==> src/rtl/adc_seq_pkg.sv <==
// Shared constants, mode and state types for the ADC scan sequencer.
package adc_seq_pkg;

    localparam int SEQ_CH_W   = 5;
    localparam int SEQ_DIST_W = $clog2(SEQ_CH_W + 1);
    localparam logic [SEQ_CH_W-1:0] SEQ_PARK_CH = '1;

    typedef enum logic [1:0] {
        MODE_SINGLE = 2'd0,
        MODE_SCAN   = 2'd1,
        MODE_CONT   = 2'd2,
        MODE_BULB   = 2'd3
    } seq_mode_e;

    typedef enum logic [1:0] {
        ST_IDLE = 2'd0,
        ST_SAMP = 2'd1,
        ST_CONV = 2'd2
    } seq_state_e;

endpackage

==> src/rtl/adc_sar_steps.sv <==
// Successive-approximation bit register.
// Produces the trial word for the bit under test and records the comparator
// decision on each step. Assumes bit_idx < RES whenever step is high.
module adc_sar_steps #(
    parameter int RES   = 12,
    parameter int BIT_W = $clog2(RES)
) (
    input  logic             clk,
    input  logic             rst_n,
    input  logic             clear,
    input  logic             step,
    input  logic [BIT_W-1:0] bit_idx,
    input  logic             cmp_in,
    output logic [RES-1:0]   trial,
    output logic [RES-1:0]   code_next
);

    logic [RES-1:0] acc;
    logic [RES-1:0] onehot;

    // Purpose: trial word and the result after the current decision.
    always_comb begin
        onehot            = '0;
        onehot[bit_idx]   = 1'b1;
        code_next         = acc;
        code_next[bit_idx] = cmp_in;
        trial             = step ? (acc | onehot) : '0;
    end

    // Purpose: hold decided bits, cleared while sampling.
    always_ff @(posedge clk) begin
        if (!rst_n)      acc <= '0;
        else if (clear)  acc <= '0;
        else if (step)   acc <= code_next;
    end

endmodule

==> src/rtl/adc_mux_ctrl.sv <==
// Multiplexer select register with switch suppression and cost report.
// A load to the value already held changes nothing; a real change pulses
// sw_valid for one clock with the count of changed select bits.
module adc_mux_ctrl
    import adc_seq_pkg::*;
#(
    parameter int CH_W   = SEQ_CH_W,
    parameter int DIST_W = SEQ_DIST_W,
    parameter logic [CH_W-1:0] PARK = '1
) (
    input  logic              clk,
    input  logic              rst_n,
    input  logic              load,
    input  logic [CH_W-1:0]   nxt_ch,
    output logic [CH_W-1:0]   mux_sel,
    output logic              sw_valid,
    output logic [DIST_W-1:0] sw_dist
);

    logic [DIST_W-1:0] diff_cnt;

    // Purpose: count differing bits between held and requested channel.
    always_comb begin
        diff_cnt = '0;
        for (int i = 0; i < CH_W; i++) begin
            diff_cnt = diff_cnt + DIST_W'(mux_sel[i] ^ nxt_ch[i]);
        end
    end

    // Purpose: update the select only on a real change and report it.
    always_ff @(posedge clk) begin
        if (!rst_n) begin
            mux_sel  <= PARK;
            sw_valid <= 1'b0;
            sw_dist  <= '0;
        end else begin
            sw_valid <= 1'b0;
            if (load && (nxt_ch != mux_sel)) begin
                mux_sel  <= nxt_ch;
                sw_valid <= 1'b1;
                sw_dist  <= diff_cnt;
            end
        end
    end

endmodule

==> src/rtl/adc_scan_seq.sv <==
// ADC scan sequencer top.
// Runs sampling then RES approximation steps per conversion, walks the
// channel list according to the mode, and moves the multiplexer at the edge
// deciding bit RES-6. Assumes RES >= 7 and configuration stable during a run.
module adc_scan_seq
    import adc_seq_pkg::*;
#(
    parameter int RES   = 12,
    parameter int N_ENT = 4,
    parameter int SMP_W = 11,
    localparam int CH_W   = SEQ_CH_W,
    localparam int DIST_W = SEQ_DIST_W,
    localparam int IDX_W  = (N_ENT > 1) ? $clog2(N_ENT) : 1
) (
    input  logic                    clk,
    input  logic                    rst_n,
    input  logic                    trig,
    input  logic                    stop_req,
    input  logic [1:0]              mode,
    input  logic [N_ENT*CH_W-1:0]   ch_list,
    input  logic [IDX_W-1:0]        seq_last,
    input  logic [SMP_W-1:0]        smp_half,
    input  logic                    cmp_in,
    output logic [CH_W-1:0]         mux_sel,
    output logic                    smp_en,
    output logic                    sar_strobe,
    output logic [RES-1:0]          sar_trial,
    output logic                    eoc,
    output logic                    eos,
    output logic [RES-1:0]          conv_data,
    output logic                    overrun,
    output logic                    sw_valid,
    output logic [DIST_W-1:0]       sw_dist
);

    localparam int BIT_W   = $clog2(RES);
    localparam int MID_BIT = RES - 6;

    seq_state_e       state;
    seq_mode_e        md;
    logic [SMP_W-1:0] cnt;
    logic [BIT_W-1:0] bit_idx;
    logic [IDX_W-1:0] idx;
    logic             final_q;
    logic             stop_pend;

    logic [CH_W-1:0]  ent [N_ENT];
    logic [SMP_W:0]   half_up;
    logic [SMP_W-1:0] nsamp;
    logic [SMP_W-1:0] nsamp_m1;
    logic [IDX_W-1:0] eff_last;
    logic [IDX_W-1:0] idx_nx;
    logic             at_last;
    logic             is_final;
    logic             mid_edge;
    logic             mux_load;
    logic [CH_W-1:0]  next_ch;
    logic [CH_W-1:0]  mux_nxt;
    logic [RES-1:0]   code_next;

    assign md = seq_mode_e'(mode);

    // Unpack the flat channel list into entries.
    for (genvar g = 0; g < N_ENT; g++) begin : g_unpack
        assign ent[g] = ch_list[g*CH_W +: CH_W];
    end

    // Purpose: sampling length in clocks, rounded up from half clocks.
    always_comb begin
        half_up  = {1'b0, smp_half} + (SMP_W+1)'(1);
        nsamp    = half_up[SMP_W:1];
        nsamp_m1 = (nsamp == '0) ? '0 : nsamp - 1'b1;
    end

    // Purpose: list position, end-of-run decision and next channel.
    always_comb begin
        eff_last = (md == MODE_SINGLE) ? '0 : seq_last;
        at_last  = (idx == eff_last);
        idx_nx   = at_last ? '0 : idx + 1'b1;
        is_final = at_last && ((md == MODE_SINGLE) || (md == MODE_SCAN) ||
                               stop_pend || stop_req);
        if (!is_final)              next_ch = ent[idx_nx];
        else if (md == MODE_BULB)   next_ch = mux_sel;
        else                        next_ch = SEQ_PARK_CH;
        mid_edge = (state == ST_CONV) && (bit_idx == BIT_W'(MID_BIT));
        mux_load = ((state == ST_IDLE) && trig) || mid_edge;
        mux_nxt  = (state == ST_IDLE) ? ent[0] : next_ch;
    end

    // Purpose: phase outputs decoded from the state.
    assign smp_en     = (state == ST_SAMP);
    assign sar_strobe = (state == ST_CONV);

    // Purpose: sequencing state machine and result/flag registers.
    always_ff @(posedge clk) begin
        if (!rst_n) begin
            state     <= ST_IDLE;
            cnt       <= '0;
            bit_idx   <= '0;
            idx       <= '0;
            final_q   <= 1'b0;
            eoc       <= 1'b0;
            eos       <= 1'b0;
            conv_data <= '0;
            overrun   <= 1'b0;
        end else begin
            eoc     <= 1'b0;
            eos     <= 1'b0;
            overrun <= trig && (state != ST_IDLE);
            case (state)
                ST_IDLE: begin
                    if (trig) begin
                        state   <= ST_SAMP;
                        cnt     <= nsamp_m1;
                        idx     <= '0;
                        final_q <= 1'b0;
                    end
                end
                ST_SAMP: begin
                    if (cnt == '0) begin
                        state   <= ST_CONV;
                        bit_idx <= BIT_W'(RES-1);
                    end else begin
                        cnt <= cnt - 1'b1;
                    end
                end
                ST_CONV: begin
                    if (mid_edge) final_q <= is_final;
                    if (bit_idx == '0) begin
                        eoc       <= 1'b1;
                        eos       <= at_last;
                        conv_data <= code_next;
                        idx       <= idx_nx;
                        if (final_q) begin
                            state <= ST_IDLE;
                        end else begin
                            state <= ST_SAMP;
                            cnt   <= nsamp_m1;
                        end
                    end else begin
                        bit_idx <= bit_idx - 1'b1;
                    end
                end
                default: state <= ST_IDLE;
            endcase
        end
    end

    // Purpose: remember a stop request until the run ends.
    always_ff @(posedge clk) begin
        if (!rst_n)                 stop_pend <= 1'b0;
        else if (state == ST_IDLE)  stop_pend <= 1'b0;
        else if (stop_req)          stop_pend <= 1'b1;
    end

    adc_sar_steps #(.RES(RES), .BIT_W(BIT_W)) u_sar (
        .clk       (clk),
        .rst_n     (rst_n),
        .clear     (smp_en),
        .step      (sar_strobe),
        .bit_idx   (bit_idx),
        .cmp_in    (cmp_in),
        .trial     (sar_trial),
        .code_next (code_next)
    );

    adc_mux_ctrl #(.CH_W(CH_W), .DIST_W(DIST_W), .PARK(SEQ_PARK_CH)) u_mux (
        .clk      (clk),
        .rst_n    (rst_n),
        .load     (mux_load),
        .nxt_ch   (mux_nxt),
        .mux_sel  (mux_sel),
        .sw_valid (sw_valid),
        .sw_dist  (sw_dist)
    );

endmodule

==> config.mk <==
export PLATFORM = sky130hd
export DESIGN_NAME = adc_scan_seq
export DESIGN_NICKNAME = d
export VERILOG_FILES = /design/src/rtl/adc_seq_pkg.sv /design/src/rtl/adc_sar_steps.sv /design/src/rtl/adc_mux_ctrl.sv /design/src/rtl/adc_scan_seq.sv
export SDC_FILE = /design/constraint.sdc
export NUM_CORES = 1
export LEC_CHECK = 0
export BUFFER_PORTS_ARGS = -buffer_cell sky130_fd_sc_hd__buf_4
export CAP_MARGIN = 40
export CORE_ASPECT_RATIO = 0.75
export CORE_MARGIN = 3
export CORE_UTILIZATION = 45
export DETAILED_ROUTE_END_ITERATION = 12
export PLACE_DENSITY = 0.77
export SYNTH_ARGS = -nofsm -noshare
export SYNTH_HDL_FRONTEND = slang
export SYNTH_SLANG_ARGS = --single-unit
==> constraint.sdc <==
create_clock -name clk -period 4.4 [get_ports clk]
set_clock_uncertainty 0.1 [all_clocks]
set_input_delay 0.22 -clock clk [delete_from_list [all_inputs] [get_ports clk]]
set_output_delay 0.22 -clock clk [all_outputs]
set_load 0.02 [all_outputs]
# == Yosys cells after proc, flatten, opt, wreduce, memory -nomap -nowiden ==
# Index checks and enable logic that the tools add are counted.
# word_totals
input_bits,40
output_inout_bits,38
reg_bits,57
elab_cells,111
# classes
magnitude_cmp,3
n_mux,34
n_bitwise,8
eq_ne,14
addsub,9
reduce_logical,29
# op_table
cell,count
two-way mux 11 bit,5
case mux 11 bit (3 select lines),1
two-way mux 5 bit,5
zero test 11 bit,2
"subtractor 11 x 1 -> 11 bit, second input constant",2
AND reduction 3 bit,5
two-way mux 2 bit,7
"adder 11 x 1 -> 12 bit, second input constant",1
adder 3 bit,4
bitwise mux 12 bit,1
two-way mux 12 bit,1
"inequality test 2 bit, second input constant",6
bitwise OR 12 bit,1
binary-select mux 5 bit (select 2 bit),1
two-way mux 4 bit,2
case mux 4 bit (2 select lines),1
logical AND 1 bit,6
two-way mux 1 bit,6
case mux 2 bit (3 select lines),1
nonzero test 2 bit,3
"less-than comparator 4 x 5 -> 1 bit, second input constant",1
inequality test 5 bit,1
AND reduction 5 bit,1
XOR 1 bit,5
20 further kinds,28

# == Longest topological paths before layout ==
# Gate-level depths: netlist of run 1.
# depth
word_depth,15
depth_mapped,16
depth_no_buf,15

# == By module ==
# Synthesis of run 1 repeated with hierarchy kept, for this count alone.
# unflattened
cells_unflattened,467
area_unflattened_um2,3977.6
# by_module_without_submodules
module,cells_per_inst,n_inst,area_each_um2,seq_area_each_um2
adc_scan_seq,319,1,2478.6,720.7
adc_sar_steps,95,1,955.9,240.2
adc_mux_ctrl,53,1,543.0,180.2

# == Least setup slack after synthesis of run 1 ==
# OpenSTA, ideal clock, no wires.
# synth_path
path_type,reg2reg
start,register idx[1]
end,register u_mux.sw_dist[1]
arrival_ns,3.209
setup_slack_ns,0.962
path_stages_with_launch,17
t_required_ns,4.171
n_path_buf,1
setup_ns,0.129
synth_period_minus_slack_ns,3.438
path_cell_list,dfxtp_1 -> clkbuf_8 -> o211ai_1 -> o221ai_2 -> mux2i_1 -> mux2_2 -> o211ai_1 -> a21oi_1 -> a31oi_1 -> fa_1 -> inv_1 -> fa_1 -> inv_1 -> ha_1 -> and3_1 -> a32oi_1 -> o211ai_1
# synth_via
elab_chain_len,13
word_cells_on_any_way,21
classes_between,5 x add/sub; 2 x eq/ne; 6 x mux; 6 x bitwise; 2 x reduce/logical
# synth_rtl
element,line_no,rtl
"start, declared",adc_scan_seq.sv:43,logic [IDX_W-1:0] idx;
"start signal, assigned",adc_scan_seq.sv:133,idx <= idx_nx;
adder 2 x 1 -> 2 bit or == test 2 bit (tied branches),"adc_scan_seq.sv:79, adc_scan_seq.sv:78",
two-way mux 2 bit,adc_scan_seq.sv:79,idx_nx = at_last ? '0 : idx + 1'b1;
inverter 2 -> 3 bit (not written as such),adc_scan_seq.sv:82,if (!is_final) next_ch = ent[idx_nx];
binary-select mux 5 bit (select 2 bit),adc_scan_seq.sv:82,
two-way mux 5 bit (not written as such) (2 in a row),adc_scan_seq.sv:82,
two-way mux 5 bit *,adc_scan_seq.sv:82,
two-way mux 5 bit *,adc_scan_seq.sv:87,mux_nxt = (state == ST_IDLE) ? ent[0] : next_ch;
XOR 1 bit,adc_mux_ctrl.sv:26,diff_cnt = diff_cnt + DIST_W'(mux_sel[i] ^ nxt_ch[i]);
adder 3 bit (3 in a row),adc_mux_ctrl.sv:26,
adder 3 bit *,adc_mux_ctrl.sv:26,
via u_mux.diff_cnt[1],adc_mux_ctrl.sv:20,logic [DIST_W-1:0] diff_cnt;
"end signal, assigned",adc_mux_ctrl.sv:41,sw_dist <= diff_cnt;
"end, declared",adc_mux_ctrl.sv:17,output logic [DIST_W-1:0] sw_dist
# The timed path passes the listed nets; every way through them passes the cells marked *. The select of a mux whose other input is x is not followed.
# A chain may end at the register's enable or synchronous reset.

# == Worst setup path in the final report of run 1 ==
# Ends and elaborated chain as after synthesis.

==> impl_metrics.toml, run 1 <==
[cts]
clkSinkCount = 57
cts_tree = "yes"
postCtsSetupRepairBufs = 0
root_buffer = "clkbuf_16"
clk_latency_ns = 0.33
cts_resized = 0
cts_buffers = 9
cts_hold_buf = 0
clkSlewWorstSetupHoldPaths_ns = 0.05
htreeDepth = 3
cts_buffer_depth = 2

[synthesis]
synth_cell_types = 80
synthArstFlopShare = 0
netlist.area_leader.share = 0.277
yosys_warnings = 0
synth_area_per_cell_um2 = 7.73
synth_compound_area_frac = 0.277
synthMuxAreaShare = 0.0494
ys_seq_elements = 57
synth.largest_area_cell = "dfxtp_1"
ys.flop_type = "dfxtp_1"
synth_top_family_by_area = "compound AO/OA/AOI/OAI gates"
synth_area_mm2 = 0.00413
yosys.area_share.adder = 0.0400
synth_edf_count = 0
synth_xor_area_frac = 0.0464
synth_fp_nets = 586
seq_area_frac_synth = 0.277
ys_top_cells_by_area = "dfxtp_1, nor2_1, nand2_1"
synth_cells = 534
yosys.area_share.simple = 0.251

[cells_and_area]
syn_to_final_growth_pct = 21.2
final_core_utilization = 0.577
final_nets = 645
drive_gt1_frac = 0.222
fillCellCount = 807
n_antenna_cell = 0

[setup_path]
cpPeakStageDelay_ns = 0.58
crit_required_ns = 4.50
startpoint_type = "flop"
cp_max_fo = 9
endpoint_kind = "flop"
crit_chain = "o211ai_1 > o221ai_2 > mux2i_1 > mux2_2 > o211ai_1 > a21oi_1 > a31oi_1 > fa_1 > inv_1 > fa_1 > inv_1 > ha_1 > and3_1 > a32oi_1 > o211ai_1"
crit_type = "reg2reg"
slowest_stage = "dfxtp_1"
crit_top_cell = "o211ai_1"
cp.arrival_ns = 4.10

[floorplan]
dieArea_mm2 = 0.0104
io_pins = 78
die_y_um = 88.9
std_cell_rows = 29
design.core.area_mm2 = 0.00867
die_w_um = 117
initial_core_util = 0.476

[grt]
use_met2 = 0.332
grt_start_max_net_pins = 27
antenna_found_initial = 0
grt_pass1_wl_um = 17400
use_met3 = 0.0521
grt_pass1_vias = 3717
grt_overflow_total = 0
grt.total_usage = 0.207
met1_usage = 0.279
top_usage_layer = "met2"

[placement]
dpl.hpwl_um = 8020
io_buffers = 77
gp_congestion = 0.973

[timing]
tns_ns = 0
slew_headroom = 0.488
finalSetupViolCount = 0
hold_viol_final = 0
slew_violations = 0
clock.fmax_ghz = 0.250
tightest_slew_ns = 0.763
min_period_over_period = 0.908
fin_crit_ns = 3.99
rsz0062_at_grt = "no"

[detailed_routing]
vias = 4185
drt-pass1-iter-count = 5
vias_per_cell = 5.93
drc = 0
initialDrtViolationCount = 352
final_antenna_net_count = 0
wire_per_inst_um = 15.2
totalWireLength_um = 10700

[power_and_ir_drop]
cellPowerDensity_mw_per_mm2 = 355
vdd_drop_max_v = 0.000197
leakagePower_nw = 1.97

[hold_path]
hold_path.class = "in2reg"

[run_status]
outcome = "finished, final reports clean"

[job]
drv_cap = 0
-- sequential cells by signal (all words and copies together), names as in the netlist, 2 cells and up --
register / cells
state: 2
u_mux.mux_sel: 5
u_mux.sw_dist: 3
idx: 2
conv_data: 12
cnt: 11
bit_idx: 4
u_sar.acc: 12
-- area by class of cell --
| type | count | area (um2) | share of cell area |
|---|---|---|---|
| clock buffers | 11 | 253 | 0.0505 |
| clock inverters | 5 | 30.0 | 0.00600 |
| inverters | 21 | 81.3 | 0.0163 |
| multi-input cells | 421 | 2740 | 0.547 |
| flip-flops and latches | 57 | 1140 | 0.228 |
| well taps | 108 | 135 | 0.0270 |
| repair buffers | 83 | 623 | 0.125 |
-- where the power goes --
group / switching [mW] / total, mW / internal (mW) / leakage (nW)
registers: 0.0423 / 0.601 / 0.559 / 0.464
logic: 0.312 / 0.525 / 0.213 / 1.37
clock network: 0.241 / 0.648 / 0.407 / 0.137
total: 0.595 / 1.77 / 1.18 / 1.97
-- per-stage QoR --
stage / power (mW) / cells / setup WS, ns / instance area (um2) / hold slack, ns
after floorplan: 0.979 / 534 / 0.962 / 4130 / 0.273
after global routing: 1.87 / 706 / 0.169 / 5000 / 0.0736
after CTS: 1.78 / 706 / 0.422 / 5000 / 0.0655
after detailed placement: 1.13 / 690 / 0.411 / 4720 / 0.352
after global placement: 1.12 / 690 / 0.673 / 4720 / 0.348
final: 1.77 / 706 / 0.407 / 5000 / 0.0748
-- cell usage in the layout, fill, tap and decap left out, drive strengths merged, types with 11 or more instances in the layout --
master and n:
o21ai 31, nand2 55, inv 20, a21oi 39, dfxtp 57, nand3 14, nand4 13, a211oi 21
mux2i 17, nor2 70, xnor2 11, o211ai 11, buf 83, clkbuf 11
-- cell families after synthesis --
| logic type | Yosys count |
|---|---|
| compound gates | 161 |
| buf+inv | 56 |
| flops | 57 |
| simple gates | 207 |
| mux | 20 |
| xor+xnor | 21 |
| fa+ha+maj | 12 |
-- critical path, delay by kind of cell (launching register included) --
family | cells | cell delay (ns)
AND/OR/NAND/NOR | 1 | 0.16
flip-flops | 1 | 0.58
multiplexers | 2 | 0.46
buffers and inverters | 2 | 0.12
AO/OA/AOI/OAI | 7 | 1.25
adder cells (fa/ha/maj) | 3 | 1.19
-- per-layer routing --
| metal | vias to the layer above | share of wire |
|---|---|---|
| li1 | 2095 | - |
| met1 | 1937 | 0.47 |
| met2 | 135 | 0.45 |
| met3 | 18 | 0.068 |
| met4 | 0 | 0.015 |
| met5 | - | 0 |
-- path summary, 6_finish.rpt --
path                                    from               end  slack (ns)  depth (start not counted)
worst max register to register        idx[1]  u_mux.sw_dist[1]        0.41                         15
worst min-delay path                   rst_n  u_mux.mux_sel[4]        0.07                          2
worst min register to register  conv_data[0]      conv_data[0]        0.36                          2
worst max-delay path                  idx[1]  u_mux.sw_dist[1]        0.41                         15
-- synth_stat cells, drive strengths merged (3+ instances only) --
cell type and n:
or3 9, a21oi 39, a31oi 7, and2 6, ha 10, o22a 3, inv 20, nand2 55
and3 4, and4 7, o211ai 11, nand4 13, nor2 70, mux2i 17, buf 6, dfxtp 57
o221ai 7, o31ai 7, nand2b 8, a22oi 3, a211oi 21, xor2 10, mux2 3, o311a 5
o21ai 31, o211a 3, nand3 14, nor4 5, o22ai 3, a311oi 5, nor3 9, clkbuf 28
xnor2 11
(Power assumes the default switching activity.)
==> run 2, diff against run 1 <==
CORE_UTILIZATION = 50   (was 45)
PLACE_DENSITY = 0.83   (was 0.77)
==> impl_metrics.toml, run 2 (synthesis results as in run 1) <==
[run_status]
outcome = "finished, final reports clean"

[cts]
clkSlewWorstSetupHoldPaths_ns = 0.08
postCtsSetupRepairBufs = 0
cts_resized = 0
htreeDepth = 3
root_buffer = "clkbuf_8"
clk_latency_ns = 0.35
cts_buffer_depth = 2
cts_buffers = 9
cts_hold_buf = 0
cts_tree = "yes"
clkSinkCount = 57

[placement]
place_ws_ns = 0.473
dp_cells = 686
dpl.hpwl_um = 8270
io_buffers = 77
gp_congestion = 0.942

[cells_and_area]
layout_commonest_cell = "buf_4"
layout_common_cells = "buf_4, nor2_1, dfxtp_1"
finalNonFillerCells = 702
final_nets = 644
drive_gt1_frac = 0.221
syn_to_final_growth_pct = 18.9
largestRegisters = "conv_data (12), u_sar.acc (12), cnt (11)"
n_antenna_cell = 0
final_core_utilization = 0.617

[grt]
use_met2 = 0.392
grt_pass1_wl_um = 18700
grt_pass1_vias = 3976
antenna_found_initial = 0
met1_usage = 0.306
grt_overflow_total = 0
grt.total_usage = 0.234
top_usage_layer = "met2"
grt_start_max_net_pins = 27
use_met3 = 0.0584

[floorplan]
dieArea_mm2 = 0.00939
die_w_um = 111
design.core.area_mm2 = 0.00795
die_y_um = 84.7
initial_core_util = 0.519
std_cell_rows = 28
io_pins = 78

[timing]
fin_crit_ns = 3.96
tightest_slew_ns = 0.796
rsz0062_at_grt = "no"
min_period_over_period = 0.901
finalSetupViolCount = 0
clock.fmax_ghz = 0.252
slew_violations = 0
hold_viol_final = 0
tns_ns = 0
slew_headroom = 0.466
fin_ws_ns = 0.438

[power_and_ir_drop]
vdd_drop_max_v = 0.000158
cellPowerDensity_mw_per_mm2 = 320
leakagePower_nw = 1.91

[detailed_routing]
final_antenna_net_count = 0
vias_per_cell = 6.08
initialDrtViolationCount = 369
vias = 4269
drt-pass1-iter-count = 5
drc = 0
totalWireLength_um = 11200
wire_per_inst_um = 15.9

[setup_path]
cp.arrival_ns = 4.09
crit_type = "reg2reg"
startpoint_type = "flop"
cp_max_fo = 9
rrSetupSlack_ns = 0.44
endpoint_kind = "flop"
crit_required_ns = 4.53

[job]
drv_cap = 0

[hold_path]
hold_path.class = "in2reg"
-- run 2: cell count changes in the layout (fill, tap and decap cells not counted) --
cell,delta
clkinv_2,-3
buf_16,+1
buf_4,-2
clkinvlp_4,+2
inv_6,+1
clkbuf_8,+7
clkbuf_16,-9
clkinv_4,+2
-- run 2: worst max-delay path, stage by stage, from the launching register on --
cell and delay (ns):
dfxtp_1 0.60, o211ai_1 0.23, o221ai_2 0.41, mux2i_1 0.23, mux2_2 0.18, o211ai_1 0.09, a21oi_1 0.18, a31oi_1 0.09
fa_1 0.56, inv_1 0.05, fa_1 0.40, inv_1 0.06, ha_1 0.21, and3_1 0.15, a32oi_1 0.17, o211ai_1 0.12
-- run 2: through the flow --
step / cell area, um2 / hold WS (ns) / total power [mW]
after floorplan: 4130 / 0.273 / 0.979
after global routing: 4910 / 0.0422 / 1.67
after global placement: 4700 / 0.343 / 1.11
after CTS: 4910 / 0.0356 / 1.58
final: 4910 / 0.0492 / 1.57
after detailed placement: 4730 / 0.355 / 1.13
-- run 2: where the power goes --
group / switching (mW) / internal, mW
registers: 0.0426 / 0.557
logic: 0.317 / 0.214
clock network: 0.234 / 0.207
-- run 2: path summary, 6_finish.rpt --
kind / startpoint / to / cells after the start
setup / recovery: idx[1] / u_mux.sw_dist[1] / 15
hold / removal: trig / overrun / 2
setup reg to reg: idx[1] / u_mux.sw_dist[1] / 15
hold reg to reg: u_mux.sw_dist[0] / u_mux.sw_dist[0] / 2
-- run 2: routing by layer --
| metal | vias to the layer above | routed length [um] |
|---|---|---|
| met5 | - | 0 |
| met1 | 2005 | 4930 |
| met3 | 16 | 737 |
| met4 | 0 | 121 |
| met2 | 166 | 5370 |
| li1 | 2082 | - |
-- run 2: layout make-up --
cell class | count | area (um2)
clock inverters | 7 | 56.3
inverters | 21 | 81.3
well taps | 105 | 131
flip-flops and latches | 57 | 1140
clock buffers | 9 | 124
fillers | 719 | 3050
multi-input cells | 421 | 2740
repair buffers | 82 | 636
